`src/rtl/dtg_pkg.sv`:
```
package dtg_pkg;
  localparam int HW = 16;   // column width
  localparam int VW = 32;   // frame position width
  localparam int CW = 24;   // colour width
  localparam int AW = 4;
  localparam int DW = 32;

  localparam logic [AW-1:0] A_ENABLE  = 4'd0;
  localparam logic [AW-1:0] A_HCTL    = 4'd1;
  localparam logic [AW-1:0] A_VLEN    = 4'd2;
  localparam logic [AW-1:0] A_VPULSE  = 4'd3;
  localparam logic [AW-1:0] A_DV_LO   = 4'd4;
  localparam logic [AW-1:0] A_DV_HI   = 4'd5;
  localparam logic [AW-1:0] A_DH_WIN  = 4'd6;
  localparam logic [AW-1:0] A_AV_LO   = 4'd7;
  localparam logic [AW-1:0] A_AV_HI   = 4'd8;
  localparam logic [AW-1:0] A_AH_WIN  = 4'd9;
  localparam logic [AW-1:0] A_XH_WIN  = 4'd10;
  localparam logic [AW-1:0] A_MODE    = 4'd11;
  localparam logic [AW-1:0] A_POL     = 4'd12;
  localparam logic [AW-1:0] A_BORDER  = 4'd13;
  localparam logic [AW-1:0] A_UFLOW   = 4'd14;
  localparam logic [AW-1:0] A_CNT_CTL = 4'd15;

  typedef struct packed {
    logic [HW-1:0] h_len;
    logic [HW-1:0] h_pw;
    logic [VW-1:0] v_len;
    logic [VW-1:0] v_pw;
    logic [VW-1:0] dv_lo;
    logic [VW-1:0] dv_hi;
    logic [VW-1:0] av_lo;
    logic [VW-1:0] av_hi;
    logic [HW-1:0] dh_lo;
    logic [HW-1:0] dh_hi;
    logic [HW-1:0] ah_lo;
    logic [HW-1:0] ah_hi;
    logic [HW-1:0] xh_lo;
    logic [HW-1:0] xh_hi;
    logic          ah_en;
    logic          av_en;
    logic          xh_en;
    logic [2:0]    pol;
    logic [CW-1:0] border;
    logic [CW-1:0] uflow;
  } dtg_cfg_t;
endpackage

```
`src/rtl/dtg_regs.sv`:
```
module dtg_regs
  import dtg_pkg::*;
(
  input  logic          clk_i,
  input  logic          rst_ni,
  input  logic          we_i,
  input  logic [AW-1:0] addr_i,
  input  logic [DW-1:0] wdata_i,
  output dtg_cfg_t      cfg_o,
  output logic          en_o,
  output logic          clr_o
);
  dtg_cfg_t cfg_q;
  logic     en_q;

  always_ff @(posedge clk_i or negedge rst_ni) begin
    if (!rst_ni) begin
      cfg_q <= '0;
      en_q  <= 1'b0;
    end else if (we_i) begin
      unique case (addr_i)
        A_ENABLE: en_q <= wdata_i[0];
        A_HCTL:   {cfg_q.h_len, cfg_q.h_pw} <= wdata_i;
        A_VLEN:   cfg_q.v_len <= wdata_i;
        A_VPULSE: cfg_q.v_pw  <= wdata_i;
        A_DV_LO:  cfg_q.dv_lo <= wdata_i;
        A_DV_HI:  cfg_q.dv_hi <= wdata_i;
        A_DH_WIN: {cfg_q.dh_hi, cfg_q.dh_lo} <= wdata_i;
        A_AV_LO:  cfg_q.av_lo <= wdata_i;
        A_AV_HI:  cfg_q.av_hi <= wdata_i;
        A_AH_WIN: {cfg_q.ah_hi, cfg_q.ah_lo} <= wdata_i;
        A_XH_WIN: {cfg_q.xh_hi, cfg_q.xh_lo} <= wdata_i;
        A_MODE:   {cfg_q.xh_en, cfg_q.av_en, cfg_q.ah_en} <= wdata_i[2:0];
        A_POL:    cfg_q.pol <= wdata_i[2:0];
        A_BORDER: cfg_q.border <= wdata_i[CW-1:0];
        A_UFLOW:  cfg_q.uflow  <= wdata_i[CW-1:0];
        default:  ;
      endcase
    end
  end

  assign cfg_o = cfg_q;
  assign en_o  = en_q;
  assign clr_o = we_i && (addr_i == A_CNT_CTL) && wdata_i[DW-1];
endmodule

```
`src/rtl/dtg_counters.sv`:
```
module dtg_counters
  import dtg_pkg::*;
#(
  parameter int LINE_W  = 16,
  parameter int FRAME_W = 16
) (
  input  logic               clk_i,
  input  logic               rst_ni,
  input  logic               en_i,
  input  logic               clr_i,
  input  logic [HW-1:0]      h_len_i,
  input  logic [VW-1:0]      v_len_i,
  output logic [HW-1:0]      col_o,
  output logic [VW-1:0]      pos_o,
  output logic [LINE_W-1:0]  line_o,
  output logic [FRAME_W-1:0] frame_o
);
  logic h_wrap, v_wrap;

  // >= keeps the counters bounded if a length shrinks mid-line
  assign h_wrap = col_o >= (h_len_i - HW'(1));
  assign v_wrap = pos_o >= (v_len_i - VW'(1));

  always_ff @(posedge clk_i or negedge rst_ni) begin
    if (!rst_ni) begin
      col_o   <= '0;
      pos_o   <= '0;
      line_o  <= '0;
      frame_o <= '0;
    end else if (!en_i || clr_i) begin
      col_o   <= '0;
      pos_o   <= '0;
      line_o  <= '0;
      frame_o <= '0;
    end else begin
      col_o <= h_wrap ? '0 : col_o + HW'(1);
      if (v_wrap) begin
        pos_o   <= '0;
        line_o  <= '0;
        frame_o <= frame_o + FRAME_W'(1);
      end else begin
        pos_o <= pos_o + VW'(1);
        if (h_wrap) line_o <= line_o + LINE_W'(1);
      end
    end
  end
endmodule

```
`src/rtl/dtg_span.sv`:
```
module dtg_span #(
  parameter int W = 16
) (
  input  logic [W-1:0] val_i,
  input  logic [W-1:0] lo_i,
  input  logic [W-1:0] hi_i,
  output logic         in_o
);
  assign in_o = (val_i >= lo_i) && (val_i <= hi_i);
endmodule

```
`src/rtl/disp_timing_gen.sv`:
```
module disp_timing_gen
  import dtg_pkg::*;
#(
  parameter int LINE_W  = 16,
  parameter int FRAME_W = 16
) (
  input  logic               clk_i,
  input  logic               rst_ni,
  input  logic               cfg_we_i,
  input  logic [AW-1:0]      cfg_addr_i,
  input  logic [DW-1:0]      cfg_wdata_i,
  input  logic [CW-1:0]      pix_i,
  input  logic               pix_valid_i,
  output logic               pix_ready_o,
  output logic               hsync_o,
  output logic               vsync_o,
  output logic               de_o,
  output logic               data_valid_o,
  output logic [CW-1:0]      pixel_o,
  output logic [LINE_W-1:0]  line_cnt_o,
  output logic [FRAME_W-1:0] frame_cnt_o
);
  localparam int NH = 3;  // display, active, data columns
  localparam int NV = 2;  // display, active positions

  dtg_cfg_t           cfg;
  logic               eng_en, cnt_clr;
  logic [HW-1:0]      col;
  logic [VW-1:0]      pos;
  logic [LINE_W-1:0]  line_q;
  logic [FRAME_W-1:0] frame_q;

  dtg_regs u_regs (
    .clk_i, .rst_ni,
    .we_i(cfg_we_i), .addr_i(cfg_addr_i), .wdata_i(cfg_wdata_i),
    .cfg_o(cfg), .en_o(eng_en), .clr_o(cnt_clr)
  );

  dtg_counters #(.LINE_W(LINE_W), .FRAME_W(FRAME_W)) u_cnt (
    .clk_i, .rst_ni,
    .en_i(eng_en), .clr_i(cnt_clr),
    .h_len_i(cfg.h_len), .v_len_i(cfg.v_len),
    .col_o(col), .pos_o(pos), .line_o(line_q), .frame_o(frame_q)
  );

  logic [HW-1:0] h_lo [NH];
  logic [HW-1:0] h_hi [NH];
  logic [VW-1:0] v_lo [NV];
  logic [VW-1:0] v_hi [NV];
  logic [NH-1:0] in_h;
  logic [NV-1:0] in_v;

  assign h_lo[0] = cfg.dh_lo;  assign h_hi[0] = cfg.dh_hi;
  assign h_lo[1] = cfg.ah_lo;  assign h_hi[1] = cfg.ah_hi;
  assign h_lo[2] = cfg.xh_lo;  assign h_hi[2] = cfg.xh_hi;
  assign v_lo[0] = cfg.dv_lo;  assign v_hi[0] = cfg.dv_hi;
  assign v_lo[1] = cfg.av_lo;  assign v_hi[1] = cfg.av_hi;

  for (genvar i = 0; i < NH; i++) begin : g_hspan
    dtg_span #(.W(HW)) u_span (.val_i(col), .lo_i(h_lo[i]), .hi_i(h_hi[i]), .in_o(in_h[i]));
  end
  for (genvar i = 0; i < NV; i++) begin : g_vspan
    dtg_span #(.W(VW)) u_span (.val_i(pos), .lo_i(v_lo[i]), .hi_i(v_hi[i]), .in_o(in_v[i]));
  end

  logic       disp, act;
  logic [2:0] strobe_raw, strobe_out;

  assign disp = in_h[0] && in_v[0];
  assign act  = disp && (!cfg.ah_en || in_h[1]) && (!cfg.av_en || in_v[1]);

  assign strobe_raw = {disp, pos < cfg.v_pw, col < cfg.h_pw} & {3{eng_en}};

  for (genvar i = 0; i < 3; i++) begin : g_pol
    assign strobe_out[i] = strobe_raw[i] ^ cfg.pol[i];
  end

  assign hsync_o      = strobe_out[0];
  assign vsync_o      = strobe_out[1];
  assign de_o         = strobe_out[2];
  assign data_valid_o = eng_en && cfg.xh_en && in_h[2] && in_v[0];
  assign pix_ready_o  = eng_en && act;

  always_comb begin
    if (!eng_en)          pixel_o = '0;
    else if (!act)        pixel_o = cfg.border;
    else if (pix_valid_i) pixel_o = pix_i;
    else                  pixel_o = cfg.uflow;
  end

  assign line_cnt_o  = eng_en ? line_q  : '0;
  assign frame_cnt_o = eng_en ? frame_q : '0;
endmodule

```
`config.mk`:
```
export PLATFORM = sky130hd
export DESIGN_NAME = disp_timing_gen
export DESIGN_NICKNAME = d
export VERILOG_FILES = /design/src/rtl/dtg_pkg.sv /design/src/rtl/dtg_regs.sv /design/src/rtl/dtg_counters.sv /design/src/rtl/dtg_span.sv /design/src/rtl/disp_timing_gen.sv
export SDC_FILE = /design/constraint.sdc
export NUM_CORES = 1
export LEC_CHECK = 0
export ABC_AREA = 1
export BUFFER_PORTS_ARGS = -buffer_cell sky130_fd_sc_hd__clkbuf_2
export CAP_MARGIN = 10
export CELL_PAD_IN_SITES_DETAIL_PLACEMENT = 0
export CELL_PAD_IN_SITES_GLOBAL_PLACEMENT = 1
export CORE_ASPECT_RATIO = 0.75
export CORE_MARGIN = 2
export CORE_UTILIZATION = 45
export DETAILED_ROUTE_END_ITERATION = 10
export GPL_TIMING_DRIVEN = 1
export PLACE_DENSITY_LB_ADDON = 0.1
export SETUP_SLACK_MARGIN = 0.02
export SYNTH_ARGS = -nofsm -noshare
export SYNTH_HDL_FRONTEND = slang
export SYNTH_HIERARCHICAL = 1
export SYNTH_SLANG_ARGS = --single-unit
```
`constraint.sdc`:
```
create_clock -name clk_i -period 4.7 [get_ports clk_i]
set_input_delay 1.41 -clock clk_i [delete_from_list [all_inputs] [get_ports clk_i]]
set_output_delay 1.41 -clock clk_i [all_outputs]
set_load 0.02 [all_outputs]
```
==> summary.md <==
| Metric | Value |
|---|---|
| Status | finished, final reports clean |
| Dpl hpwl | 64,300 µm |
| Gpl congestion | 0.894 |
| Count of final max-slew check failures | 0 |
| CP Data Arrival Time | 3.21 ns |
| Clock Sinks | 455 |
| Vias | 25,700 |
| Critical path launch point | u_cnt/pos_o[25]$_DFF_PN0_ |
| Num CTS Buffers | 51 |
| Final setup vio count | 0 |
| Syn Inst Count | 4,019 |
| Fin worst setup slack | 0.0776 ns |
| Root Buffer | clkbuf_16 |
| Clock slew seen by the registers of the worst setup and hold paths | 0.07 ns |
| R2r setup slk | 0.60 ns |
| Rows | 81 |
| Min Hold Slack | 0.470 ns |
| Largest net degree at the start of global routing | 91 |
| Fin util | 52.6% |
| Antenna-violating nets left | 0 |
| Initial core utilization | 45.7% |
| Width of the chip | 302 µm |
| Rel. slew slack | 31.3% |
| Period minus WS final | 4.62 ns |
| Syn nets | 4,407 |
| Grt ovf | 0 |
| CP max FO | 6 |
| MaxCap Viol Count | 0 |
| Core footprint | 65,600 µm² |
| Synthesized area per cell | 7.46 µm² |
| Synth Warn # | 6 |
| Nets | 4,572 |
| Placed cells | 4,927 |
| Pwr dens | 362 nW/µm² |
| PortBufs | 124 |
| Share of cells above drive strength 1 | 13.2% |
| CTS tree | done |
| Flop and latch count out of synthesis | 455 |
| Worst flop-to-flop path endpoint | u_cnt/pos_o[5]$_DFF_PN0_ |
| Drt first-iter violations | 1,854 |
| FF+latch area | 11,400 µm² |
| End of the critical path | pixel_o[13] |
| Area occupied by multi-input gates | 16,200 µm² |
| Number of global-route vias before repair | 23,800 |
| Remaining DRCs | 0 |
| R2R depth | 14 |
| Place WS | 0.322 ns |
| Routed vias/inst | 5.05 |
| Die ar. | 68,700 µm² |
| H-tree depth | 2 |
| GRT Overall Usage | 27.1% |
| Max VDD drop | 0.319 mV |
| Overall Power | 12,500 µW |
| Synth cell types | 50 |
| Fmax | 0.216 GHz |
| Initial antenna violation count | 2 |
| Maximum clock insertion buffer count | 3 |
| Pleak | 0.0192 µW |
| Number of synthesized flops with an enable pin | 0 |
| FFs w/ async S/R, synth | 100% |
| ANT cells | 0 |
| Worst hold path type | reg2reg |
| Data required, critical path | 3.29 ns |
| Sequential area share after synthesis | 38.0% |
| Layout area overhead | 14.9% |
| Fin. Hold Viols | 0 |
| Layout Cells excl Fill | 5,090 |
| Final period util | 98.3% |
| Clock Latency Late Sink | 0.62 ns |
| CP Launch Type | flop |
| Top FF cell, synth | dfrtp_1 |
| Die height | 228 µm |
| Worst clock skew | 0.0291 ns |
| RSZ-0062 raised after global routing | yes |
| Filler cells | 6,321 |
| Mapped Area | 30,000 µm² |
| Hold_buf cts | 0 |
| DRT Wirelength | 92,800 µm |
| Slew @ Worst Pin | 1.03 ns |
| Top Ports | 125 |
| CP Capture Type | output port |
| TritonRoute pass-1 iters | 5 |
| Crit path kind | reg2out |
| First-pass GRT wire length | 143,000 µm |
| Wire per inst | 18.2 µm |
| Reg2Reg Launch Point | u_regs/cfg_o[310]$_DFFE_PN0P_ |
-- metrics by stage --
stage	TNS (ns)	area [µm²]
after floorplan	0	30000
after global placement	0	31600
after detailed placement	0	31600
after CTS	0	33800
after global routing	-0.0852	34500
final	0	34500
-- state kept, by name (all words and copies together) (netlist names) --
signal and count:
u_cnt/col_o 16, u_regs/en_o 1, u_regs/cfg_o 374, u_cnt/pos_o 32, u_cnt/frame_o 16, u_cnt/line_o 16
-- per-layer routing --
metal	track usage [%]	wire (µm)	share of wire (%)	vias up
li1	-	-	-	12900
met1	41.7	46600	50	12100
met2	40.7	39700	43	575
met3	3.24	5100	5.5	102
met4	5.00	1520	1.6	2
met5	0	7	0.0075	-
-- synthesized netlist by cell type, types with 2 or more instances --
master | count | area share [%]
a21oi_1 | 155 | 2.6
nor3_2 | 10 | 0.33
dfrtp_1 | 455 | 38
nor2_1 | 203 | 2.5
inv_2 | 2 | 0.025
nand3b_1 | 4 | 0.10
a31oi_1 | 2 | 0.042
o21bai_1 | 71 | 1.8
a21o_1 | 8 | 0.20
buf_8 | 3 | 0.15
nand4_1 | 122 | 2.5
a31o_2 | 2 | 0.058
o21ai_2 | 7 | 0.20
o21ai_1 | 22 | 0.37
nor2_2 | 19 | 0.40
xnor2_1 | 28 | 0.82
buf_6 | 7 | 0.26
buf_1 | 4 | 0.050
nor3b_1 | 3 | 0.075
nor3_1 | 40 | 0.67
nand3_1 | 86 | 1.4
nor2_4 | 13 | 0.49
buf_2 | 40 | 0.67
inv_1 | 586 | 7.3
o21a_1 | 13 | 0.33
clkbuf_1 | 94 | 1.2
mux2_2 | 4 | 0.15
ha_1 | 324 | 14
o22ai_1 | 2 | 0.042
o21ai_0 | 38 | 0.63
nand2_2 | 8 | 0.17
mux2_4 | 20 | 1.0
nand2_1 | 1535 | 19
nor4_1 | 8 | 0.17
nor3_4 | 2 | 0.11
nand3_2 | 3 | 0.10
a211oi_1 | 3 | 0.075
xor2_1 | 61 | 1.8
-- repair_timing --
item / CTS / global route
gates resized for setup: 46 / 122
cloned: 4 / 4
setup buffers: 43 / 24
pin swaps: 2 / 14
endpoints found under the setup margin: 25 / 27
endpoints found under the hold margin: 0 / 0
-- logic make-up after synthesis --
kind of cell / share of synthesized area [%]
simple gates: 28.6
buf+inv: 9.72
flops: 38.0
compound gates: 6.43
fa+ha+maj: 13.5
xor+xnor: 2.60
mux: 1.15
-- how the worst min path moves through the flow --
stage / start / end / slack, ns / cells past startpoint
5_1_grt: u_regs/cfg_o[177]$_DFFE_PN0P_ / u_regs/cfg_o[177]$_DFFE_PN0P_ / 0.49 / 2
6_report: u_regs/cfg_o[37]$_DFFE_PN0P_ / u_regs/cfg_o[37]$_DFFE_PN0P_ / 0.47 / 2
3_5_place_dp: u_regs/cfg_o[47]$_DFFE_PN0P_ / u_regs/cfg_o[47]$_DFFE_PN0P_ / 0.46 / 2
4_1_cts: u_regs/cfg_o[47]$_DFFE_PN0P_ / u_regs/cfg_o[47]$_DFFE_PN0P_ / 0.47 / 2
2_1_floorplan: u_regs/cfg_o[51]$_DFFE_PN0P_ / u_regs/cfg_o[51]$_DFFE_PN0P_ / 0.44 / 2
3_3_place_gp: u_regs/cfg_o[162]$_DFFE_PN0P_ / u_regs/cfg_o[162]$_DFFE_PN0P_ / 0.45 / 2
-- worst max-delay path, cell delays in order (launching register included) --
cell and delay, ns:
dfrtp_2 0.46, buf_4 0.15, ha_1 0.30, a21oi_1 0.15, o21ai_0 0.09, nand2_1 0.06, nand2_1 0.07, a21oi_2 0.15
nand2_1 0.07, nand2_1 0.07, nand2_2 0.09, clkinvlp_4 0.15, buf_12 0.16, buf_12 0.11, nand3b_4 0.12, a21oi_1 0.19
buf_2 0.20
-- final cells by class --
cell class | count | area share [%]
clock buffers | 72 | 4.28
clock inverters | 16 | 0.613
inverters | 588 | 6.43
multi-input cells | 2834 | 47.1
flip-flops and latches | 455 | 33.2
well taps | 871 | 3.16
repair buffers | 254 | 5.24
-- cells in the final DEF, fill, tap and decap left out, drive strengths merged --
| cell type | synthesis | final |
|---|---|---|
| a31o | 2 | 2 |
| nand3 | 89 | 89 |
| clkinv | 0 | 9 |
| inv | 588 | 587 |
| mux2 | 24 | 24 |
| nand4 | 123 | 123 |
| xnor2 | 28 | 28 |
| and3 | 1 | 1 |
| o21a | 13 | 13 |
| nor2 | 236 | 236 |
| ha | 324 | 324 |
| nor4 | 8 | 8 |
| dfrtp | 455 | 455 |
| bufinv | 0 | 5 |
| o21ai | 67 | 67 |
| nor3 | 52 | 52 |
| a211oi | 3 | 3 |
| o211ai | 1 | 1 |
| buf | 55 | 153 |
| o21bai | 71 | 71 |
| clkinvlp | 0 | 3 |
| a21oi | 156 | 156 |
| o22ai | 3 | 4 |
| or2 | 2 | 2 |
| nand2 | 1544 | 1544 |
| a31oi | 2 | 2 |
| nor3b | 3 | 3 |
| a21o | 8 | 8 |
| xor2 | 61 | 61 |
| nand3b | 5 | 12 |
| clkbuf | 95 | 173 |
-- power breakdown --
group | total, µW | internal, µW | switching, µW
clock | 4160 | 2440 | 1720
combinational | 3220 | 1190 | 2030
sequential | 5100 | 4610 | 489
total | 12500 | 8240 | 4240
No activity file was read; power rests on OpenSTA's default activity.
